===== src/rtl/ctl_pkg.sv =====
package ctl_pkg;

    typedef enum logic [2:0] {
        ST_WAIT = 3'd0,
        ST_HEAT = 3'd1,
        ST_TEST = 3'd2,
        ST_COOL = 3'd3,
        ST_DONE = 3'd4
    } cstate_e;

    // Result of comparing one temperature sample with the threshold set
    typedef struct packed {
        logic le_lo;    // temperature <= lower limit
        logic lt_hi;    // temperature <  upper limit
        logic gt_mid;   // temperature >  mid limit
        logic le_stop;  // temperature <= stop-cooling limit
    } tflags_t;

    // Registered controller state
    typedef struct packed {
        cstate_e st;
        logic    sel;
        logic    rel;
    } ctl_reg_t;

    function automatic logic holds_bus(input cstate_e s);
        return (s == ST_HEAT) || (s == ST_TEST);
    endfunction

endpackage


===== src/rtl/ctl_tcmp.sv =====
module ctl_tcmp
    import ctl_pkg::*;
#(
    parameter int TW = 10
) (
    input  logic [TW-1:0] temp_i,
    input  logic [TW-1:0] lo_i,
    input  logic [TW-1:0] hi_i,
    input  logic [TW-1:0] mid_i,
    input  logic [TW-1:0] stop_i,
    output tflags_t       flags_o
);
    always_comb begin
        flags_o.le_lo   = (temp_i <= lo_i);
        flags_o.lt_hi   = (temp_i <  hi_i);
        flags_o.gt_mid  = (temp_i >  mid_i);
        flags_o.le_stop = (temp_i <= stop_i);
    end
endmodule


===== src/rtl/ctl_cfgchk.sv =====
module ctl_cfgchk #(
    parameter int TW = 10
) (
    input  logic [TW-1:0] lo_i,
    input  logic [TW-1:0] hi_i,
    input  logic [TW-1:0] stop_i,
    output logic          err_o
);
    // The stop-cooling point must lie in [lower, upper)
    always_comb begin
        err_o = (stop_i < lo_i) || (stop_i >= hi_i);
    end
endmodule


===== src/rtl/ctl_fsm.sv =====
module ctl_fsm
    import ctl_pkg::*;
(
    input  logic    clk,
    input  logic    rst_n,
    input  logic    upd_i,
    input  tflags_t flags_i,
    input  logic    sel_i,
    input  logic    lowpwr_i,
    input  logic    done_i,
    input  logic    err_i,
    output cstate_e state_o,
    output logic    rel_o
);
    ctl_reg_t r_q, r_d;
    logic     sel_eff;
    logic     heat_ok;
    cstate_e  nxt;

    always_comb begin
        r_d     = r_q;
        sel_eff = r_q.sel | sel_i;
        heat_ok = lowpwr_i ? flags_i.gt_mid : !flags_i.le_lo;
        nxt     = r_q.st;
        r_d.rel = 1'b0;
        r_d.sel = sel_eff;

        if (upd_i) begin
            unique case (r_q.st)
                ST_WAIT: begin
                    if (!err_i && sel_eff) begin
                        if (flags_i.le_lo)      nxt = ST_HEAT;
                        else if (flags_i.lt_hi) nxt = ST_TEST;
                    end
                end
                ST_HEAT: begin
                    if (err_i)               nxt = ST_WAIT;
                    else if (!flags_i.lt_hi) nxt = ST_COOL;
                    else if (heat_ok)        nxt = ST_TEST;
                end
                ST_TEST: begin
                    if (err_i)               nxt = ST_WAIT;
                    else if (done_i)         nxt = ST_DONE;
                    else if (!flags_i.lt_hi) nxt = ST_COOL;
                    else if (flags_i.le_lo)  nxt = ST_WAIT;
                end
                ST_COOL: begin
                    if (err_i)                            nxt = ST_WAIT;
                    else if (flags_i.le_lo)               nxt = ST_WAIT;
                    else if (flags_i.le_stop && sel_eff)  nxt = ST_TEST;
                end
                ST_DONE: nxt = ST_DONE;
                default: nxt = ST_WAIT;
            endcase

            if (holds_bus(r_q.st) && !holds_bus(nxt)) begin
                r_d.rel = 1'b1;
                r_d.sel = 1'b0;
            end
        end
        r_d.st = nxt;
    end

    always_ff @(posedge clk or negedge rst_n) begin
        if (!rst_n) begin
            r_q <= '{st: ST_WAIT, sel: 1'b0, rel: 1'b0};
        end else begin
            r_q <= r_d;
        end
    end

    assign state_o = r_q.st;
    assign rel_o   = r_q.rel;
endmodule


===== src/rtl/core_thermal_sequencer.sv =====
module core_thermal_sequencer
    import ctl_pkg::*;
#(
    parameter int TW = 10
) (
    input  logic          clk,
    input  logic          rst_n,
    input  logic          upd_i,
    input  logic [TW-1:0] temp_i,
    input  logic [TW-1:0] lim_lo_i,
    input  logic [TW-1:0] lim_hi_i,
    input  logic [TW-1:0] lim_mid_i,
    input  logic [TW-1:0] lim_stop_i,
    input  logic          sel_i,
    input  logic          lowpwr_i,
    input  logic          done_i,
    output logic [2:0]    state_o,
    output logic          heat_o,
    output logic          test_o,
    output logic          bus_req_o,
    output logic          bus_rel_o,
    output logic          cfg_err_o
);
    tflags_t flags;
    logic    err;
    cstate_e st;
    logic    rel;

    ctl_tcmp #(.TW(TW)) u_tcmp (
        .temp_i  (temp_i),
        .lo_i    (lim_lo_i),
        .hi_i    (lim_hi_i),
        .mid_i   (lim_mid_i),
        .stop_i  (lim_stop_i),
        .flags_o (flags)
    );

    ctl_cfgchk #(.TW(TW)) u_cfg (
        .lo_i   (lim_lo_i),
        .hi_i   (lim_hi_i),
        .stop_i (lim_stop_i),
        .err_o  (err)
    );

    ctl_fsm u_fsm (
        .clk      (clk),
        .rst_n    (rst_n),
        .upd_i    (upd_i),
        .flags_i  (flags),
        .sel_i    (sel_i),
        .lowpwr_i (lowpwr_i),
        .done_i   (done_i),
        .err_i    (err),
        .state_o  (st),
        .rel_o    (rel)
    );

    assign state_o   = st;
    assign heat_o    = (st == ST_HEAT);
    assign test_o    = (st == ST_TEST);
    assign bus_req_o = holds_bus(st);
    assign bus_rel_o = rel;
    assign cfg_err_o = err;
endmodule


===== config.mk =====
export PLATFORM = sky130hd
export DESIGN_NAME = core_thermal_sequencer
export DESIGN_NICKNAME = d
export VERILOG_FILES = /design/src/rtl/ctl_pkg.sv /design/src/rtl/ctl_tcmp.sv /design/src/rtl/ctl_cfgchk.sv /design/src/rtl/ctl_fsm.sv /design/src/rtl/core_thermal_sequencer.sv
export SDC_FILE = /design/constraint.sdc
export NUM_CORES = 1
export LEC_CHECK = 0
export CAP_MARGIN = 20
export CORE_UTILIZATION = 50
export CTS_CLUSTER_SIZE = 16
export DETAILED_ROUTE_END_ITERATION = 12
export DONT_BUFFER_PORTS = 1
export SLEW_MARGIN = 20
export SYNTH_ARGS = -nofsm -noshare
export SYNTH_HDL_FRONTEND = slang
export SYNTH_HIERARCHICAL = 1
export SYNTH_SLANG_ARGS = --single-unit

===== constraint.sdc =====
create_clock -name clk -period 2.05 [get_ports clk]
set_input_delay 0.1025 -clock clk [delete_from_list [all_inputs] [get_ports clk]]
set_output_delay 0.1025 -clock clk [all_outputs]
set_load 0.005 [all_outputs]

==> results.py, run 1 <==
metrics = {
    "layout": {
        "layout_commonest_cell": "inv_1",
        "nets": 373,
        "fillers": 344,
        "syn2layout_area_growth_pct": 8.383,
        "layout-drive-gt1-share_pct": 10.85,
        "diodes": 0,
        "final_cell_mix": "inv_1 (61), ha_1 (58), a21oi_1 (20)",
        "final_util_pct": 58.77,
    },
    "cts": {
        "cts_made_buffers": 3,
        "htree_levels": 1,
        "cts_tree": "yes",
        "clk_latency_ps": 220,
        "cts_root_buf": "clkbuf_8",
        "clockBufferDepth": 2,
        "cts.clk_slew.worst_paths_ps": 40,
        "postCtsSetupBuffers": 0,
        "cts.sinks": 5,
    },
    "route": {
        "wirelength_um": 4107,
        "ant_nets": 0,
        "wl_per_cell_um": 13.51,
        "drt_iter0_drc": 49,
        "drc": 0,
        "drt_pass1_iterations": 4,
        "routed_via_density": 5.385,
        "vias": 1637,
    },
    "pwr": {
        "powerDensity_nw_per_um2": 289.6,
        "total_power_uw": 590.3,
        "p_leak_uw": 0.001141,
        "vdd_drop_max_uv": 515.3,
    },
    "timing": {
        "fmax_ghz": 0.5180,
        "hold_violations": 0,
        "finalSetupViolations": 0,
        "post-route-period-util_pct": 94.17,
        "worstMarginPinSlew_ps": 507.3,
        "setup_tns_ps": 0,
        "fin_skew_ps": 2.566,
        "finalCriticalPeriod_ps": 1930,
        "grt_setup_unrepaired": "no",
        "setup_ws_ps": 119.6,
        "slew_headroom_pct": 65.81,
        "slew_violations": 0,
    },
    "logic_synthesis": {
        "yosys.area_share.simple_pct": 16.50,
        "syn-num-nets": 363,
        "ys_seq_area_share_pct": 6.653,
        "synth_xor_area_share_pct": 0.4657,
        "synth_area_um2": 1881,
        "avgSynthCellArea_um2": 7.552,
        "synth_seq_cells": 5,
        "synth_top_family_by_area": "adder cells",
        "synth_compound_area_share_pct": 22.82,
        "yosys.area_share.adder_pct": 38.59,
        "muxShareOfSynthArea_pct": 0.5988,
        "yosysWarnings": 6,
        "ys_types": 41,
        "syn_inst": 249,
    },
    "critical_path": {
        "critPathKind": "input port to flop",
        "cp_max_fo": 5,
        "worstPathRequired_ps": 2160,
        "cp.arrival_ps": 2040,
        "worstSetupStartpointType": "input port",
        "critPathCaptureType": "flop",
    },
    "floorplanning": {
        "io_pins": 64,
        "initial_utilization_pct": 54.22,
        "die_area_um2": 4010,
        "rows": 21,
        "fp.dieW_um": 63.33,
        "core_um2": 3468,
        "die_height_um": 63.33,
    },
    "placed_design": {
        "dp_slack_ps": -123.4,
        "portBuffers": 0,
        "dp_hpwl_um": 3736,
        "gp_congestion": 0.7627,
    },
    "global_routing": {
        "grt_max_degree": 12,
        "grt_pass1_wl_um": 6920,
        "grt_pass1_vias": 1564,
        "grt_usage_pct": 21.79,
        "grt-ovfl-total": 0,
        "grt_antenna_before_repair": 0,
    },
    "flow_run": {
        "maxCapViolCount": 0,
    },
    "hold_path": {
        "hold_class": "input port to flop",
    },
    "outcome": {
        "status": "finished, final reports clean",
    },
}
==> final cells by class <==
type	count	area, um2	share of cell area (%)
Sequential cell	5	125.1	6.139
Tap cell	46	57.56	2.824
Inverter	61	229.0	11.23
Clock buffer	4	45.04	2.210
Timing Repair Buffer	10	80.08	3.929
Multi-Input combinational cell	178	1501	73.66
==> cell usage after synthesis <==
cell        n  share of area (%)
a211oi_2    3                2.0
buf_6       1               0.60
and4_1      1               0.47
o2bb2ai_1   1               0.47
and3_1      2               0.67
nor2b_1     1               0.33
a21o_1      6                2.4
o21ai_0     7                1.9
o21ai_1     1               0.27
inv_1      61                 12
and4_4      1               0.60
a221oi_2    1               0.80
ha_1       58                 39
o41ai_2     2                1.7
a211oi_1    2               0.80
o22ai_1     1               0.33
a31oi_1     3                1.0
o32a_2      1               0.60
a22o_1      1               0.47
a21oi_1    21                5.6
nor2_1     13                2.6
nand2_1     8                1.6
o31ai_1     1               0.40
nand3_1    10                2.7
a41oi_1     2               0.93
o21bai_1    1               0.40
o41a_1      1               0.60
or3b_1      1               0.47
a21oi_2     1               0.47
a211o_1     1               0.47
xor2_1      1               0.47
nand2b_4    1               0.73
nor3_1      4                1.1
buf_4       4                1.6
o21a_1      2               0.80
mux2_2      1               0.60
nand2b_1    4                1.3
o41ai_1     1               0.47
dfrtp_1     5                6.7
nand4_1     9                3.0
or2_2       3                1.0
==> worst max-delay path, stage by stage <==
cell     delay [ps]
inv_1            20
ha_1            280
nand4_1         220
nor3_2          220
o41ai_2          90
buf_4           150
or2_4           220
a21oi_1         170
o31ai_2         100
a211o_1         290
and3_1          180
==> through the flow <==
step / hold slack [ps] / instances / area, um2
6_report: 41.59 / 304 / 2038
5_1_grt: 42.46 / 304 / 2038
4_1_cts: 39.67 / 304 / 2029
3_5_place_dp: -193.0 / 298 / 1964
3_3_place_gp: -193.0 / 298 / 1964
2_1_floorplan: -193.1 / 249 / 1888
==> per-layer routing <==
metal  GRT usage, %  share of wire (%)  vias up
met2          36.04                 45       44
met1          29.15                 49      692
met3          3.623                5.6        4
met4          5.114               0.68        0
li1               -                  -      897
met5              0                  0        -
==> final timing paths <==
path	from	to	slack [ps]	cells after the start
setup / recovery	lim_lo_i[7]	u_fsm/rel_o	120	11
hold / removal	upd_i	u_fsm/state_o[1]	40	1
setup reg to reg	u_fsm/state_o[0]	u_fsm/rel_o	310	4
hold reg to reg	u_fsm/r_q[1]	u_fsm/r_q[1]	570	2
max in group asynchronous	rst_n	u_fsm/state_o[1]	1680	1
min in group asynchronous	rst_n	u_fsm/r_q[1]	180	1
==> cells by family after synthesis <==
logic type / Yosys count
simple gates: 58
mux: 1
flops: 5
xor+xnor: 1
fa+ha+maj: 58
compound gates: 60
buf+inv: 66
==> state kept, by name, summed over array words and instances (netlist names) <==
register       count
u_fsm/rel_o        1
u_fsm/r_q          1
u_fsm/state_o      3
==> power by group <==
| part | total (uW) | switching, uW | internal [uW] |
|---|---|---|---|
| logic | 310 | 157 | 152 |
| clock network | 181 | 47.9 | 133 |
| registers | 99.3 | 0.000183 | 99.3 |
| total | 590 | 205 | 385 |
==> timing repair <==
item                                    CTS  global route
resized for setup                         0             2
hold endpoints to repair                  7             0
endpoints found under the setup margin    0             2
hold buffers                              2             0
(Power assumes the default switching activity.)
==> run 2, diff against run 1 <==
--- a/config.mk
+++ b/config.mk
@@ -6,10 +6,13 @@
 export NUM_CORES = 1
 export LEC_CHECK = 0
 export CAP_MARGIN = 20
-export CORE_UTILIZATION = 50
+export CELL_PAD_IN_SITES_DETAIL_PLACEMENT = 1
+export CELL_PAD_IN_SITES_GLOBAL_PLACEMENT = 2
+export CORE_UTILIZATION = 35
 export CTS_CLUSTER_SIZE = 16
 export DETAILED_ROUTE_END_ITERATION = 12
 export DONT_BUFFER_PORTS = 1
+export PLACE_DENSITY_LB_ADDON = 0.1
 export SLEW_MARGIN = 20
 export SYNTH_ARGS = -nofsm -noshare
 export SYNTH_HDL_FRONTEND = slang
==> run 2 against run 1 <==
Register-to-register slack worse by 80 ps. Clock-buffer cell count unchanged. Final area is 2.3% higher. Largest cell class unchanged. Sequential cell count unchanged.
==> results.py, run 2 (synthesis results as in run 1) <==
metrics = {
    "outcome": {
        "status": "finished, final reports clean",
    },
    "critical_path": {
        "path_delay_family": "compound AO/OA/AOI/OAI gates",
        "critPathKind": "input port to flop",
        "crit_chain": "inv_1 -> ha_1 -> and4_4 -> a221oi_2 -> o21ai_1 -> a31oi_2 -> buf_4 -> nand3_1 -> a21o_1 -> a211o_1 -> and3_1",
        "cpMaxStageDelayCell": "a211o_1",
        "cpPeakStageDelay_ps": 320,
        "critPathCaptureType": "flop",
        "r2r_setup_slack_ps": 230,
        "cp_max_fo": 4,
        "cp.arrival_ps": 2080,
        "worstSetupStartpointType": "input port",
        "worstPathRequired_ps": 2160,
        "path_buf_inv": 2,
    },
    "route": {
        "drc": 0,
        "routed_via_density": 5.236,
        "vias": 1728,
        "ant_nets": 0,
        "drt_iter0_drc": 30,
        "wirelength_um": 5079,
        "drt_pass1_iterations": 4,
        "wl_per_cell_um": 15.39,
    },
    "placed_design": {
        "dp_slack_ps": -205.4,
        "portBuffers": 0,
        "dp_hpwl_um": 4571,
        "gp_congestion": 0.7008,
    },
    "timing": {
        "setup_tns_ps": 0,
        "slew_violations": 0,
        "setup_ws_ps": 74.45,
        "hold_violations": 0,
        "fin_skew_ps": 0.2442,
        "grt_setup_unrepaired": "no",
        "fmax_ghz": 0.5062,
        "finalCriticalPeriod_ps": 1976,
        "worstMarginPinSlew_ps": 436.5,
        "slew_headroom_pct": 70.90,
        "post-route-period-util_pct": 96.37,
        "finalSetupViolations": 0,
    },
    "global_routing": {
        "grt_pass1_vias": 1827,
        "grt_pass1_wl_um": 7997,
        "grt_usage_pct": 18.50,
        "grt_antenna_before_repair": 0,
        "grt-ovfl-total": 0,
        "grt_max_degree": 14,
    },
    "cts": {
        "cts_tree": "yes",
        "clockBufferDepth": 2,
        "cts.sinks": 5,
        "postCtsSetupBuffers": 0,
        "htree_levels": 1,
        "cts_made_buffers": 3,
        "cts.clk_slew.worst_paths_ps": 40,
        "cts_root_buf": "clkbuf_8",
        "clk_latency_ps": 220,
    },
    "layout": {
        "fillers": 676,
        "layout-drive-gt1-share_pct": 11.54,
        "diodes": 0,
        "largest_reg_flops": 3,
        "layout_commonest_cell": "inv_1",
        "final_cell_mix": "inv_1 (61), ha_1 (58), a21oi_1 (20)",
        "nets": 375,
        "syn2layout_area_growth_pct": 10.84,
    },
    "hold_path": {
        "hold_class": "input port to flop",
    },
    "floorplanning": {
        "die_area_um2": 5670,
        "rows": 26,
        "io_pins": 64,
        "fp.dieW_um": 75.30,
        "die_height_um": 75.30,
        "initial_utilization_pct": 36.59,
        "core_um2": 5140,
    },
    "flow_run": {
        "maxCapViolCount": 0,
    },
    "pwr": {
        "vdd_drop_max_uv": 190.2,
        "powerDensity_nw_per_um2": 291.6,
        "p_leak_uw": 0.001150,
    },
}
## run 2: repair_timing
action / in CTS / in global routing
endpoints found under the setup margin: 0 / 2
hold buffers: 2 / 0
hold endpoints to repair: 7 / 0
resized for setup: 0 / 3
## run 2: final cells by class
class	instances	area (um2)	area share, %
clock buffers	4	45.04	2.161
inverters	61	229.0	10.98
multi-input cells	178	1503	72.09
flip-flops and latches	5	125.1	6.002
well taps	70	87.58	4.202
repair buffers	12	95.09	4.562
## run 2: path summary, 6_finish.rpt
path,start,to,cells after the start
hold reg to reg,u_fsm/r_q[1],u_fsm/r_q[1],2
setup / recovery,lim_hi_i[9],u_fsm/rel_o,11
min in group asynchronous,rst_n,u_fsm/state_o[1],1
setup reg to reg,u_fsm/state_o[0],u_fsm/rel_o,4
hold / removal,upd_i,u_fsm/state_o[1],1
max in group asynchronous,rst_n,u_fsm/r_q[1],1
## run 2: power breakdown
group          total [uW]  internal (uW)  switching, uW
combinational         325            158            166
sequential           99.3           99.3       0.000215
clock                 184            134           50.4
## run 2: metal layers
metal | global-route usage [%] | vias up | wire, um
met5 | 0 | - | 0
met3 | 2.381 | 2 | 292
met1 | 25.78 | 790 | 2511
met4 | 1.852 | 0 | 16
li1 | - | 895 | -
met2 | 31.55 | 41 | 2259
## run 2: per-stage QoR
step / total power [uW] / area (um2) / hold slack (ps) / instances / util (%)
4_1_cts: 610.8 / 2074 / 54.62 / 330 / 40.36
2_1_floorplan: 329.1 / 1888 / -193.1 / 249 / -
3_3_place_gp: 413.2 / 2009 / -193.0 / 324 / 39.09
6_report: 607.9 / 2085 / 56.40 / 330 / 40.56
3_5_place_dp: 416.5 / 2009 / -193.0 / 324 / 39.09
5_1_grt: 674.0 / 2085 / 46.87 / 330 / 40.56
